==> config.mk <==
export PLATFORM = sky130hd
export DESIGN_NAME = scan_sar_ctrl
export DESIGN_NICKNAME = d
export VERILOG_FILES = /design/src/rtl/sar_scan_pkg.sv /design/src/rtl/sar_slot_timer.sv /design/src/rtl/sar_trial_reg.sv /design/src/rtl/scan_result_bank.sv /design/src/rtl/scan_sar_ctrl.sv
export SDC_FILE = /design/constraint.sdc
export NUM_CORES = 1
export LEC_CHECK = 0
export ABC_AREA = 1
export BUFFER_PORTS_ARGS = -buffer_cell sky130_fd_sc_hd__buf_2
export CORE_UTILIZATION = 45
export DETAILED_ROUTE_END_ITERATION = 12
export PLACE_DENSITY = 0.8
export SYNTH_ARGS = -nofsm -noshare
export SYNTH_HDL_FRONTEND = slang
export SYNTH_HIERARCHICAL = 1
export SYNTH_SLANG_ARGS = --single-unit
==> constraint.sdc <==
create_clock -name clk -period 2 [get_ports clk]
set_clock_uncertainty 0.05 [all_clocks]
set_input_delay 0.5 -clock clk [delete_from_list [all_inputs] [get_ports clk]]
set_output_delay 0.5 -clock clk [all_outputs]
set_load 0.005 [all_outputs]
==> src/rtl/sar_scan_pkg.sv <==
// Shared constants and types for the four-channel SAR scan controller.
// Assumes exactly four channels, packed two per 16-bit result word.
package sar_scan_pkg;
    localparam int NCH      = 4;
    localparam int CH_W     = 2;
    localparam int WORD_W   = 16;
    localparam int ADDR_W   = 2;
    localparam int MASK_W   = 4;

    localparam logic [ADDR_W-1:0] A_RES_LO = 2'd0;
    localparam logic [ADDR_W-1:0] A_RES_HI = 2'd1;
    localparam logic [ADDR_W-1:0] A_FLAGS  = 2'd2;
    localparam logic [ADDR_W-1:0] A_MASK   = 2'd3;

    typedef enum logic [1:0] {
        PH_SAMPLE = 2'd0,
        PH_TRIAL  = 2'd1,
        PH_IDLE   = 2'd2
    } phase_t;
endpackage

==> src/rtl/sar_slot_timer.sv <==
// Slot sequencer: steps through sample, trial and idle phases for each channel
// and advances the channel round-robin. Assumes every phase length is >= 1.
module sar_slot_timer
    import sar_scan_pkg::*;
#(
    parameter int SAMPLE_CYC = 20,
    parameter int TRIAL_CYC  = 11,
    parameter int IDLE_CYC   = 12,
    parameter int BITS       = 8,
    localparam int CNT_W     = $clog2(SAMPLE_CYC + TRIAL_CYC + IDLE_CYC + 1),
    localparam int BIT_W     = $clog2(BITS)
) (
    input  logic             clk,
    input  logic             rst_n,
    input  logic             run,
    output logic [CH_W-1:0]  ch,
    output logic             sh_gate,
    output logic             load_p,
    output logic             decide_p,
    output logic [BIT_W-1:0] bit_idx
);
    phase_t           phase;
    logic [CNT_W-1:0] pcnt;

    localparam logic [CNT_W-1:0] S_LAST = CNT_W'(SAMPLE_CYC - 1);
    localparam logic [CNT_W-1:0] T_LAST = CNT_W'(TRIAL_CYC - 1);
    localparam logic [CNT_W-1:0] I_LAST = CNT_W'(IDLE_CYC - 1);

    // Phase, phase counter, bit index and channel state machine.
    always_ff @(posedge clk) begin
        if (!rst_n || !run) begin
            phase   <= PH_SAMPLE;
            pcnt    <= '0;
            bit_idx <= '0;
            ch      <= '0;
        end else begin
            case (phase)
                PH_SAMPLE: begin
                    if (pcnt == S_LAST) begin
                        phase   <= PH_TRIAL;
                        pcnt    <= '0;
                        bit_idx <= BIT_W'(BITS - 1);
                    end else begin
                        pcnt <= pcnt + 1'b1;
                    end
                end
                PH_TRIAL: begin
                    if (pcnt == T_LAST) begin
                        pcnt <= '0;
                        if (bit_idx == '0) phase <= PH_IDLE;
                        else               bit_idx <= bit_idx - 1'b1;
                    end else begin
                        pcnt <= pcnt + 1'b1;
                    end
                end
                default: begin
                    if (pcnt == I_LAST) begin
                        phase <= PH_SAMPLE;
                        pcnt  <= '0;
                        ch    <= ch + 1'b1;
                    end else begin
                        pcnt <= pcnt + 1'b1;
                    end
                end
            endcase
        end
    end

    // Phase-decoded strobes for the gate and the trial register.
    always_comb begin
        sh_gate  = run && (phase == PH_SAMPLE);
        load_p   = run && (phase == PH_SAMPLE) && (pcnt == S_LAST);
        decide_p = run && (phase == PH_TRIAL) && (pcnt == T_LAST);
    end
endmodule

==> src/rtl/sar_trial_reg.sv <==
// Successive-approximation register: loads the MSB trial, resolves one bit per
// decide strobe from the comparator, and emits the finished byte as a pulse.
// Assumes decide strobes arrive with bit_idx counting down from BITS-1 to 0.
module sar_trial_reg
    import sar_scan_pkg::*;
#(
    parameter int BITS   = 8,
    localparam int BIT_W = $clog2(BITS)
) (
    input  logic             clk,
    input  logic             rst_n,
    input  logic             run,
    input  logic             load_p,
    input  logic             decide_p,
    input  logic [BIT_W-1:0] bit_idx,
    input  logic [CH_W-1:0]  ch,
    input  logic             cmp_in,
    output logic [BITS-1:0]  code,
    output logic             res_valid,
    output logic [CH_W-1:0]  res_ch,
    output logic [BITS-1:0]  res_data
);
    localparam logic [BITS-1:0] ONE = BITS'(1);

    logic [BITS-1:0] this_bit;
    logic [BITS-1:0] resolved;

    // Bit under trial and the code after resolving it.
    always_comb begin
        this_bit = ONE << bit_idx;
        resolved = cmp_in ? code : (code & ~this_bit);
    end

    // Trial code register and finished-result pulse.
    always_ff @(posedge clk) begin
        if (!rst_n || !run) begin
            code      <= '0;
            res_valid <= 1'b0;
            res_ch    <= '0;
            res_data  <= '0;
        end else begin
            res_valid <= 1'b0;
            if (load_p) begin
                code <= ONE << (BITS - 1);
            end else if (decide_p) begin
                if (bit_idx == '0) begin
                    code      <= '0;
                    res_valid <= 1'b1;
                    res_ch    <= ch;
                    res_data  <= resolved;
                end else begin
                    code <= resolved | (this_bit >> 1);
                end
            end
        end
    end
endmodule

==> src/rtl/scan_result_bank.sv <==
// Result bytes, end-of-scan flags, pin-enable mask and read mux.
// Assumes res_valid is a one-cycle pulse carrying the finished channel.
module scan_result_bank
    import sar_scan_pkg::*;
#(
    parameter int BITS = 8
) (
    input  logic              clk,
    input  logic              rst_n,
    input  logic              res_valid,
    input  logic [CH_W-1:0]   res_ch,
    input  logic [BITS-1:0]   res_data,
    input  logic              wr_en,
    input  logic [ADDR_W-1:0] wr_addr,
    input  logic [WORD_W-1:0] wr_data,
    input  logic [ADDR_W-1:0] rd_addr,
    input  logic [MASK_W-1:0] dig_in,
    output logic [WORD_W-1:0] rd_data,
    output logic [1:0]        irq_flag,
    output logic [MASK_W-1:0] pin_dig_en
);
    logic [BITS-1:0] res_byte [NCH];
    logic            scan_end;
    logic [1:0]      clr;

    // One byte register per channel, written only by its own conversion.
    for (genvar g = 0; g < NCH; g++) begin : g_byte
        always_ff @(posedge clk) begin
            if (!rst_n)                                 res_byte[g] <= '0;
            else if (res_valid && res_ch == CH_W'(g))   res_byte[g] <= res_data;
        end
    end

    // End-of-scan event and write-one-to-clear decode.
    always_comb begin
        scan_end = res_valid && (res_ch == CH_W'(NCH - 1));
        clr      = (wr_en && wr_addr == A_FLAGS) ? wr_data[1:0] : 2'b00;
    end

    // Flags: a scan end beats a clear in the same cycle.
    always_ff @(posedge clk) begin
        if (!rst_n)        irq_flag <= 2'b00;
        else if (scan_end) irq_flag <= 2'b11;
        else               irq_flag <= irq_flag & ~clr;
    end

    // Digital input enable mask.
    always_ff @(posedge clk) begin
        if (!rst_n)                          pin_dig_en <= '0;
        else if (wr_en && wr_addr == A_MASK) pin_dig_en <= wr_data[MASK_W-1:0];
    end

    // Readback multiplexer.
    always_comb begin
        rd_data = '0;
        case (rd_addr)
            A_RES_LO: rd_data = {res_byte[1], res_byte[0]};
            A_RES_HI: rd_data = {res_byte[3], res_byte[2]};
            A_FLAGS:  rd_data[1:0] = irq_flag;
            default:  rd_data[2*MASK_W-1:0] = {dig_in & pin_dig_en, pin_dig_en};
        endcase
    end
endmodule

==> src/rtl/scan_sar_ctrl.sv <==
// Top of the continuous four-channel SAR scan controller. Derives the slot
// layout from CYC_PER_US and wires timer, trial register and result bank.
// Assumes SLOT_US leaves room for sampling, BITS trials and idle time.
module scan_sar_ctrl
    import sar_scan_pkg::*;
#(
    parameter int CYC_PER_US = 10,
    parameter int SAMPLE_US  = 2,
    parameter int SLOT_US    = 12,
    parameter int BITS       = 8
) (
    input  logic              clk,
    input  logic              rst_n,
    input  logic              run,
    input  logic              cmp_in,
    input  logic [3:0]        dig_in,
    input  logic              wr_en,
    input  logic [1:0]        wr_addr,
    input  logic [15:0]       wr_data,
    input  logic [1:0]        rd_addr,
    output logic [15:0]       rd_data,
    output logic [1:0]        mux_sel,
    output logic              sh_gate,
    output logic [BITS-1:0]   sar_code,
    output logic [1:0]        irq_flag,
    output logic [3:0]        pin_dig_en
);
    localparam int SLOT_CYC   = SLOT_US * CYC_PER_US;
    localparam int SAMPLE_CYC = SAMPLE_US * CYC_PER_US;
    localparam int TRIAL_CYC  = (SLOT_CYC - SAMPLE_CYC) / (BITS + 1);
    localparam int IDLE_CYC   = SLOT_CYC - SAMPLE_CYC - BITS * TRIAL_CYC;
    localparam int BIT_W      = $clog2(BITS);

    logic             load_p;
    logic             decide_p;
    logic [BIT_W-1:0] bit_idx;
    logic             res_valid;
    logic [CH_W-1:0]  res_ch;
    logic [BITS-1:0]  res_data;

    sar_slot_timer #(
        .SAMPLE_CYC(SAMPLE_CYC), .TRIAL_CYC(TRIAL_CYC),
        .IDLE_CYC(IDLE_CYC), .BITS(BITS)
    ) u_timer (
        .clk(clk), .rst_n(rst_n), .run(run), .ch(mux_sel), .sh_gate(sh_gate),
        .load_p(load_p), .decide_p(decide_p), .bit_idx(bit_idx)
    );

    sar_trial_reg #(.BITS(BITS)) u_trial (
        .clk(clk), .rst_n(rst_n), .run(run), .load_p(load_p),
        .decide_p(decide_p), .bit_idx(bit_idx), .ch(mux_sel), .cmp_in(cmp_in),
        .code(sar_code), .res_valid(res_valid), .res_ch(res_ch),
        .res_data(res_data)
    );

    scan_result_bank #(.BITS(BITS)) u_bank (
        .clk(clk), .rst_n(rst_n), .res_valid(res_valid), .res_ch(res_ch),
        .res_data(res_data), .wr_en(wr_en), .wr_addr(wr_addr),
        .wr_data(wr_data), .rd_addr(rd_addr), .dig_in(dig_in),
        .rd_data(rd_data), .irq_flag(irq_flag), .pin_dig_en(pin_dig_en)
    );
endmodule

# == After elaboration in Yosys (flattened, before gate mapping) ==
# Memories as Yosys holds them, arrays and structs flattened.
# Index checks and enable logic that the tools add are counted.
# word_totals
mem_count,1
ram_bits,32
word_cells,111
ff_bits,38
in_bits,29
# op_classes
n_bitwise,13
n_eq_ne,15
mux,40
add_sub_neg,3
n_reduce_logical,27
shifts,1
# mem_list
name,words,word_bits,rd,rd_clocked_by_memory_dff,wr,line_no,text
u_bank.res_byte,4,8,4,0,4,scan_result_bank.sv:22,logic [BITS-1:0] res_byte [NCH];
# ops
operator,n
$mux 8,8
$mux 6,3
$pmux 6 s3,1
$pmux 8 s2,1
$mux 1,14
$eq 6x4->1 const B,2
$mux 2,6
$pmux 6 s2,1
$eq 2x2->1 const B,5
$logic_and 1x1->1,10
$mux 3,3
$and 8x8->8,1
$not 8->8,1
$or 8x7->8,1
$reduce_and 4->1,2
$shl 1x3->8 const A,1
$add 6x1->6 const B,1
$eq 2x1->1 const B,3
$eq 6x5->1 const B,1
$logic_not 2->1,3
$ne 2x2->1 const B,3
$pmux 2 s3,1
$pmux 3 s2,1
$and 4x4->4,1
17 further kinds,25

# == Longest topological paths before layout ==
# Gate-level depths: netlist of the first run.
# depth
word_depth,8
ltp_mapped,11
ltp_nobuf,11

# == By module ==
# The synthesis of the first run kept the hierarchy.
# by_module_without_submodules
mod,seq_area_each_um2,instances,area_per_inst_um2,cells_per_inst
scan_result_bank,1081.0,1,1730.4,192
sar_trial_reg,380.4,1,884.6,123
sar_slot_timer,260.2,1,763.2,107

# == Least setup slack after synthesis of the first run ==
# No wires, ideal clock.
# synth_path
kind,flip-flop to flip-flop
from,register u_timer.phase[0]
to,register u_trial.res_data[4]
t_required_ns,1.837
n_path_buf,0
synth_period_minus_slack_ns,1.866
arrival_ns,1.703
stages_incl_launch_ff,10
setup_slack_ns,0.134
cell_sequence,dfxtp_1 inv_1 nor2_2 inv_1 nor3_1 inv_2 nor3_4 nand2_1 nand2_1 nor2_1
# synth_lines
item,line_no,text
from (decl),sar_slot_timer.sv:22,phase_t phase;
from (signal assigned),sar_slot_timer.sv:32,phase <= PH_SAMPLE;
from (signal assigned),sar_slot_timer.sv:40,phase <= PH_TRIAL;
from (signal assigned),sar_slot_timer.sv:50,if (bit_idx == '0) phase <= PH_IDLE;
$eq 2x1->1,sar_slot_timer.sv:73,decide_p = run && (phase == PH_TRIAL) && (pcnt == T_LAST);
$logic_and 1x1->1 (2 in series),sar_slot_timer.sv:73,
named net decide_p,scan_sar_ctrl.sv:35,logic decide_p;
$reduce_and 3->1 (no source line),-,
to (signal assigned),sar_trial_reg.sv:50,res_data <= resolved;
to (decl),sar_trial_reg.sv:21,output logic [BITS-1:0] res_data
# The timed path passes the listed nets, and every way through them passes these cells.
# A chain may end at the register's enable or synchronous reset.

# == Worst setup path in the final report of the first run ==
# layout_path
from,input rd_addr[0]
to,output rd_data[2]
# layout_via
elab_chain_len,2
# layout_rtl
item,line_no,text
from (decl),scan_sar_ctrl.sv:20,"input logic [1:0] rd_addr,"
"$eq 2x2->1, or another cell as far along",scan_result_bank.sv:56,case (rd_addr)
$pmux 6 s3 *,scan_result_bank.sv:56,
to (decl),scan_sar_ctrl.sv:21,"output logic [15:0] rd_data,"
# Mark *: on every way between the ends. The rest lies on a longest branch, timed or not.

==> impl_metrics.tcl, run 1 <==
set metrics [dict create \
    status "complete, no violations" \
    clock_latency_ns 0.33 \
    fillCellCount 666 \
    ys.warnings.count 6 \
    cap_violations 0 \
    via_per_inst 4.779 \
    yosysTopAreaCell "edfxtp_1" \
    synth.area.top_cells "edfxtp_1 28%, dfxtp_1 23%, nand2_1 13%, nor2_1 8.4%, inv_1 4.4%" \
    dieArea_sq_um 7858 \
    ff_latch_area_sq_um 1722 \
    cts_buffers 9 \
    hpwl_um 5060 \
    grt_pass1_wl_um 11200 \
    crit_type "input port to output pin" \
    multi_input_area_sq_um 1439 \
    hold_violations 0 \
    setup_tns_ns 0 \
    hold_path_end "u_bank/pin_dig_en[3]" \
    max_freq_ghz 0.5387 \
    ys_ff_latch 70 \
    syn_area_per_cell_sq_um 8.005 \
    holdCritStartpoint "wr_data[3]" \
    synth_edf_count 32 \
    cp.arrival_ns 1.31 \
    ant_nets 0 \
    firstDrtPassIters 4 \
    syn_nets 455 \
    reg2reg_from "u_timer/pcnt[3]" \
    drc 0 \
    synth_top_area_share 0.2844 \
    first_iter_violations 175 \
    setup_slack_ns 0.1438 \
    worstPathRequired_ns 1.45 \
    grt_pass1_vias 2597 \
    grtUsageTotal 0.1901 \
    antennaDiodeCount 0 \
    synthMostInstantiatedCell "nand2_1" \
    fin_nets 518 \
    slew-limit-headroom 0.7580 \
    antenna_found_initial 0 \
    wl_um 6755 \
    post-route-period-util 0.9281 \
    vdd.ir_drop.worst_uv 304.4 \
    rows 31 \
    pre_cts_ws_ns 0.1419 \
    htree_num_levels 3 \
    core_area_sq_um 7253 \
    syn2layout_area_growth_pct 17.96 \
    worstMarginPinSlew_ns 0.3619 \
    r2r_setup_slack_ns 0.28 \
    hold_depth 3 \
    drive_above_1_share 0.2020 \
    pin_count 62 \
    syn-cell-area_sq_um 3378 \
    cts.sinks 70 \
    overflow 0 \
    yosys-top-cells-count "120 x nand2_1, 76 x nor2_1, 40 x inv_1" \
    reg2reg_to "u_trial/code[0]" \
    clockRootBuffer "clkbuf_8" \
    cp-start-kind "input port" \
    cts.path.max_buffers 2 \
    period_needed_ns 1.856 \
    syn-instance-count 422 \
    avgRoutedWirePerCell_um 11.47 \
    synth-main-ff-cell "dfxtp_1" \
    slew_violations 0 \
    rsz0062_at_grt "false" \
    clkTransAtPathRegs_ns 0.07 \
    power.leakage_nw 1.667 \
    cp-startpoint "rd_addr[0]" \
    die_height_um 88.65 \
    hold_path.class "input port to register" \
    yosysUniqueCellTypes 33 \
    globalplace.congestion 0.8647 \
    cts_tree "yes" \
    grt_max_degree 17 \
    vias 2815 \
    seq_area_frac_synth 0.5096 \
    initial_core_util 0.4658 \
    die_w_um 88.65 \
    cellPowerDensity_nw_per_um2 688.2 \
    finalSetupViolCount 0 \
    end_kind "output pin" \
    synth-async-reset-ratio 0 \
    io_buffer_count 49 \
    critPathMaxFanout 14 \
    r2r_cells 9 \
]
-- state kept, by name, summed over array words and instances (netlist names) --
signal / cells
u_trial/res_data: 8
u_bank/irq_flag: 2
u_trial/code: 8
u_bank/res_byte: 32
u_bank/pin_dig_en: 4
u_trial/res_ch: 2
u_timer/pcnt: 6
u_trial/res_valid: 1
u_timer/ch: 2
u_timer/bit_idx: 3
u_timer/phase: 2
-- repair_timing --
item,CTS,global route
endpoints found under the setup margin,0,6
buffers inserted,0,1
hold buffers,0,0
resized for setup,0,2
-- kinds of logic (layout without fill, tap and decap cells) --
group / after synthesis / in the layout / share of synthesized area
AO/OA/AOI/OAI: 29 / 29 / 0.04704
XOR/XNOR: 4 / 4 / 0.01037
AND/OR/NAND/NOR: 260 / 260 / 0.3507
adder cells (fa/ha/maj): 4 / 4 / 0.01482
flip-flops: 70 / 70 / 0.5096
buffers and inverters: 55 / 123 / 0.06740
-- cells in the final DEF, fill, tap and decap left out, types with 2 or more instances in the layout --
cell and count:
nand3_2 5, inv_2 7, nor3_2 2, buf_12 2
o21ai_1 2, xor2_1 3, nand2_1 120, inv_1 40
edfxtp_1 32, nand3_1 29, ha_1 4, nor2_4 4
nand4_1 13, dfxtp_1 38, nand2_4 3, o21ai_0 6
clkbuf_1 3, nor2_1 76, nand3_4 2, buf_4 7
clkbuf_8 9, nor2_2 3, clkinv_1 4, buf_2 49
a21oi_1 16
-- power breakdown --
part / internal, W / switching [W] / total (W)
Combinational: 0.0000597 / 0.0000922 / 0.000152
Clock: 0.000565 / 0.000478 / 0.00104
Sequential: 0.00153 / 0.0000153 / 0.00155
Total: 0.00216 / 0.000586 / 0.00274
-- worst max-delay path: stages --
cell,delay [ns]
buf_2,0.16
inv_2,0.07
nor2_4,0.26
nand2_1,0.09
o211ai_1,0.09
buf_2,0.14
-- metrics by stage --
stage               cells  hold slack (ns)  total power [W]    util  instance area, sq um
CTS                   588           0.3182         0.002778  0.5453                  3955
global route          589           0.3289         0.002865  0.5494                  3985
global placement      572           0.3945         0.001725  0.5210                  3779
finish                589           0.3325         0.002742  0.5494                  3985
detailed placement    572           0.3975         0.001732  0.5210                  3779
floorplan             422           0.3797         0.001658       -                  3378
-- final cells by class --
cell class	instances	area share
Sequential cell	70	0.4320
Multi-Input combinational cell	297	0.3611
Timing Repair Buffer	58	0.08477
Inverter	49	0.04678
Clock buffer	12	0.03391
Tap cell	99	0.03108
Clock inverter	4	0.01036
-- layer usage --
layer | GRT usage | share of wire | vias up
met3 | 0.03731 | 0.039 | 9
met1 | 0.2252 | 0.46 | 1249
met5 | 0 | 0 | -
li1 | - | - | 1488
met2 | 0.3301 | 0.48 | 69
met4 | 0.09238 | 0.014 | 0
-- worst max-delay path by stage --
| stage | endpoint | cells past startpoint |
|---|---|---|
| finish | rd_data[2] | 6 |
| global route | rd_data[3] | 6 |
| CTS | rd_data[2] | 6 |
| detailed placement | rd_data[2] | 6 |
| global placement | rd_data[2] | 6 |
| floorplan | u_trial/res_data[4] | 9 |
Note: power is estimated with default switching activity, not from simulation.
==> run 2, diff against run 1 <==
Settings changed: BUFFER_PORTS_ARGS -buffer_cell sky130_fd_sc_hd__buf_2 to -buffer_cell sky130_fd_sc_hd__clkbuf_2, GPL_ROUTABILITY_DRIVEN from default to 0.
==> impl_metrics.tcl, run 2 (same netlist as run 1, synthesis figures left out) <==
set metrics [dict create \
    status "complete, no violations" \
    cts_resized 0 \
    die_w_um 88.65 \
    grt_pass1_wl_um 11470 \
    hold_violations 0 \
    slew-limit-headroom 0.7498 \
    critPathMaxFanout 14 \
    cap_violations 0 \
    io_buffer_count 49 \
    hold_path.class "input port to register" \
    postCtsHoldBufs 0 \
    setup_tns_ns 0 \
    cts.path.max_buffers 2 \
    vdd.ir_drop.worst_uv 409.4 \
    rsz0062_at_grt "false" \
    initial_core_util 0.4658 \
    cts_buffers 9 \
    finalSetupViolCount 0 \
    layout_commonest_cell "nand2_1" \
    wl_um 6924 \
    cts_tree "yes" \
    fin_nets 517 \
    clkTransAtPathRegs_ns 0.07 \
    end_kind "output pin" \
    pin_count 62 \
    hold_depth 3 \
    dieArea_sq_um 7858 \
    top_regs "u_bank/res_byte (32), u_trial/code (8), u_trial/res_data (8)" \
    worstPathRequired_ns 1.45 \
    pre_cts_ws_ns 0.1225 \
    worstMarginPinSlew_ns 0.3742 \
    vias 2861 \
    cp-start-kind "input port" \
    clock_latency_ns 0.34 \
    drc 0 \
    cellPowerDensity_nw_per_um2 678.7 \
    firstDrtPassIters 4 \
    final_cell_mix "120 x nand2_1, 76 x nor2_1, 49 x clkbuf_2, 40 x inv_1, 38 x dfxtp_1" \
    rows 31 \
    drive_above_1_share 0.2065 \
    instances_no_fill 588 \
    post-cts-setup-buffers 0 \
    core_area_sq_um 7253 \
    slew_violations 0 \
    grt_pass1_vias 2594 \
    r2r_cells 9 \
    syn2layout_area_growth_pct 17.00 \
    grtUsageTotal 0.1949 \
    final_util 0.5449 \
    grt_max_degree 17 \
    top_register "u_bank/res_byte" \
    period_needed_ns 1.858 \
    hpwl_um 5168 \
    clockRootBuffer "clkbuf_8" \
    max_freq_ghz 0.5381 \
    htree_num_levels 3 \
    antennaDiodeCount 0 \
    cp.arrival_ns 1.31 \
    first_iter_violations 181 \
    largest_reg_flops 32 \
    dp.cells 572 \
    die_height_um 88.65 \
    via_per_inst 4.866 \
    avgRoutedWirePerCell_um 11.78 \
    setup_slack_ns 0.1415 \
    cts.sinks 70 \
    ant_nets 0 \
    crit_type "input port to output pin" \
    post-route-period-util 0.9292 \
    overflow 0 \
    power.leakage_nw 1.636 \
    antenna_found_initial 0 \
]
-- run 2: cell type report --
cell class | instances | area, sq um
clock buffer | 9 | 123.9
timing repair buffer | 57 | 317.8
multi-input combinational | 297 | 1429
fill | 673 | 3301
clock inverter | 7 | 50.05
tap | 99 | 123.9
inverter | 49 | 186.4
sequential | 70 | 1722
-- run 2: through the flow --
step                hold slack (ns)  total power (W)  instance area (sq um)
CTS                          0.3200         0.002713                   3953
floorplan                    0.3797         0.001658                   3378
finish                       0.3316         0.002682                   3953
global route                 0.3236         0.002803                   3953
detailed placement           0.4061         0.001733                   3779
global placement             0.3946         0.001726                   3779
-- run 2: worst paths after layout --
kind                                      start              endpoint  slack, ns
worst max register to register  u_timer/pcnt[3]       u_trial/code[2]       0.21
worst min register to register  u_timer/pcnt[0]       u_timer/pcnt[0]       0.42
worst min-delay path                 wr_data[3]  u_bank/pin_dig_en[3]       0.33
worst max-delay path                 rd_addr[0]            rd_data[3]       0.14
-- run 2: power breakdown --
| group | total [W] | switching [W] | internal, W |
|---|---|---|---|
| combinational | 0.000153 | 0.0000931 | 0.0000595 |
| clock | 0.000984 | 0.000534 | 0.000451 |
| sequential | 0.00155 | 0.0000151 | 0.00153 |
-- run 2: critical path: stages --
cell	delay, ns
clkbuf_2	0.16
inv_2	0.08
nor2_4	0.25
nand2_1	0.10
nand3b_1	0.11
clkbuf_2	0.11
-- run 2: routing by layer --
metal	share of wire	global-route usage
met1	0.43	0.2209
met2	0.50	0.3462
met3	0.064	0.06530
met4	0.013	0.06158
met5	0	0
==> run 3, diff against run 2 <==
Settings changed: CORE_UTILIZATION 45 to 25, PLACE_DENSITY 0.8 to 0.55.
==> impl_metrics.tcl, run 3 (same netlist as run 1, synthesis figures left out) <==
set metrics [dict create \
    dieArea_sq_um 13980 \
    hold_depth 3 \
    cp.arrival_ns 1.27 \
    reg2reg_to "u_trial/res_data[4]" \
    status "complete, no violations" \
    end_kind "output pin" \
    cap_violations 0 \
    met2_usage 0.2033 \
    hpwl_um 5538 \
    avgRoutedWirePerCell_um 11.17 \
    via_per_inst 4.173 \
    grt_pass1_vias 2772 \
    final_cell_mix "120 x nand2_1, 76 x nor2_1, 49 x clkbuf_2, 40 x inv_1, 38 x dfxtp_1" \
    r2r_setup_slack_ns 0.20 \
    wl_um 7440 \
    p_int_w 0.002558 \
    multi_input_area_sq_um 1429 \
    grt_max_degree 17 \
    clockRootBuffer "clkbuf_16" \
    grt_most_used_layer "met2" \
    htree_num_levels 3 \
    period_needed_ns 1.820 \
    hold_violations 0 \
    r2r_cells 9 \
    crit_type "input port to output pin" \
    ff_latch_area_sq_um 1722 \
    clock_latency_ns 0.33 \
    seq_power_share 0.479 \
    core_area_sq_um 13190 \
    critPathMaxFanout 14 \
    ant_nets 0 \
    initial_core_util 0.2561 \
    top_regs "u_bank/res_byte (32), u_trial/code (8), u_trial/res_data (8)" \
    syn2layout_area_growth_pct 23.70 \
    top_register "u_bank/res_byte" \
    postCtsHoldBufs 0 \
    fillCellCount 1404 \
    rows 42 \
    clkTransAtPathRegs_ns 0.05 \
    power_frac_comb 0.049 \
    antennaDiodeCount 0 \
    slew_violations 0 \
    cp-start-kind "input port" \
    cts_buffers 9 \
    finalPower_w 0.003231 \
    max_freq_ghz 0.5494 \
    cts.path.max_buffers 2 \
    clockPowerShare 0.472 \
    gr-usage-met3 0.03234 \
    slew-limit-headroom 0.7420 \
    post-route-period-util 0.9101 \
    rsz0062_at_grt "false" \
    reg2reg_from "u_timer/pcnt[3]" \
    layout_commonest_cell "nand2_1" \
    final_util 0.3168 \
    cts_tree "yes" \
    io_buffer_count 49 \
    vias 2779 \
    cellPowerDensity_nw_per_um2 773.1 \
    drive_above_1_share 0.2041 \
    die_w_um 118.2 \
    largest_reg_flops 32 \
    worstMarginPinSlew_ns 0.3857 \
    die_height_um 118.2 \
    post-cts-setup-buffers 0 \
    fin_nets 518 \
    dp.cells 649 \
    firstDrtPassIters 4 \
    overflow 0 \
    cts.sinks 70 \
    cp-startpoint "rd_addr[0]" \
    worstPathRequired_ns 1.45 \
    setup_tns_ns 0 \
    grtUsageTotal 0.1152 \
    finalSetupViolCount 0 \
    pin_count 62 \
    power.leakage_nw 1.698 \
    instances_no_fill 666 \
    p_sw_w 0.0006727 \
    vdd.ir_drop.worst_uv 389.0 \
    antenna_found_initial 0 \
    hold_path.class "input port to register" \
    grt_pass1_wl_um 12710 \
    sw_frac_of_total 0.2082 \
    cts_resized 0 \
    first_iter_violations 155 \
    holdCritStartpoint "wr_data[2]" \
    hold_path_end "u_bank/pin_dig_en[2]" \
    drc 0 \
    grt_use_met1 0.1333 \
]
[run 3: changes by cell type in the layout (fill, tap and decap cells not counted)]
cell	change
clkinv_2	+1
bufinv_16	+1
clkinvlp_4	-1
clkinv_1	-1
clkbuf_8	-9
buf_12	+1
clkbuf_16	+9
inv_6	-1
clkinv_4	-2
clkbuf_1	+3
[run 3: critical path, stage by stage]
cell and delay [ns]:
clkbuf_2 0.17, inv_2 0.08, nor2_4 0.12, buf_12 0.14, nand2_1 0.05, o211ai_1 0.07
clkbuf_2 0.14
[run 3: worst max-delay path by stage]
stage                          end  slack (ns)  depth (start not counted)
4_1_cts                 rd_data[2]        0.06                          6
2_1_floorplan  u_trial/res_data[4]        0.13                          9
6_report                rd_data[2]        0.18                          7
5_1_grt            u_trial/code[0]       0.002                          9
3_5_place_dp            rd_data[2]        0.06                          6
3_3_place_gp            rd_data[2]        0.09                          6
[run 3: layout make-up]
cell class	count	share of cell area
sequential	70	0.4120
multi-input combinational	297	0.3419
timing repair buffer	58	0.08084
clock buffer	12	0.05659
tap	176	0.05269
inverter	49	0.04461
clock inverter	4	0.01138
[run 3: metrics by stage]
stage | setup slack [ns] | hold slack, ns | instance area [sq um]
6_report | 0.1798 | 0.3490 | 4179
5_1_grt | 0.002398 | 0.3541 | 4179
4_1_cts | 0.05691 | 0.3428 | 4159
3_5_place_dp | 0.05954 | 0.4095 | 3875
3_3_place_gp | 0.08687 | 0.3945 | 3875
2_1_floorplan | 0.1342 | 0.3797 | 3378
[run 3: layer usage]
metal  vias to the layer above  share of wire
li1                       1484              -
met1                      1235           0.45
met2                        54           0.49
met3                         6          0.050
met4                         0          0.012
met5                         -              0
[run 3: power by group through the flow]
| stage | registers, W | logic, W | clock network [W] |
|---|---|---|---|
| finish | 0.00155 | 0.000160 | 0.00152 |
| global route | 0.00155 | 0.000184 | 0.00163 |
| CTS | 0.00155 | 0.000159 | 0.00156 |
| detailed placement | 0.00158 | 0.000158 | 0 |
| global placement | 0.00158 | 0.000156 | 0 |
| floorplan | 0.00157 | 0.0000843 | 0 |
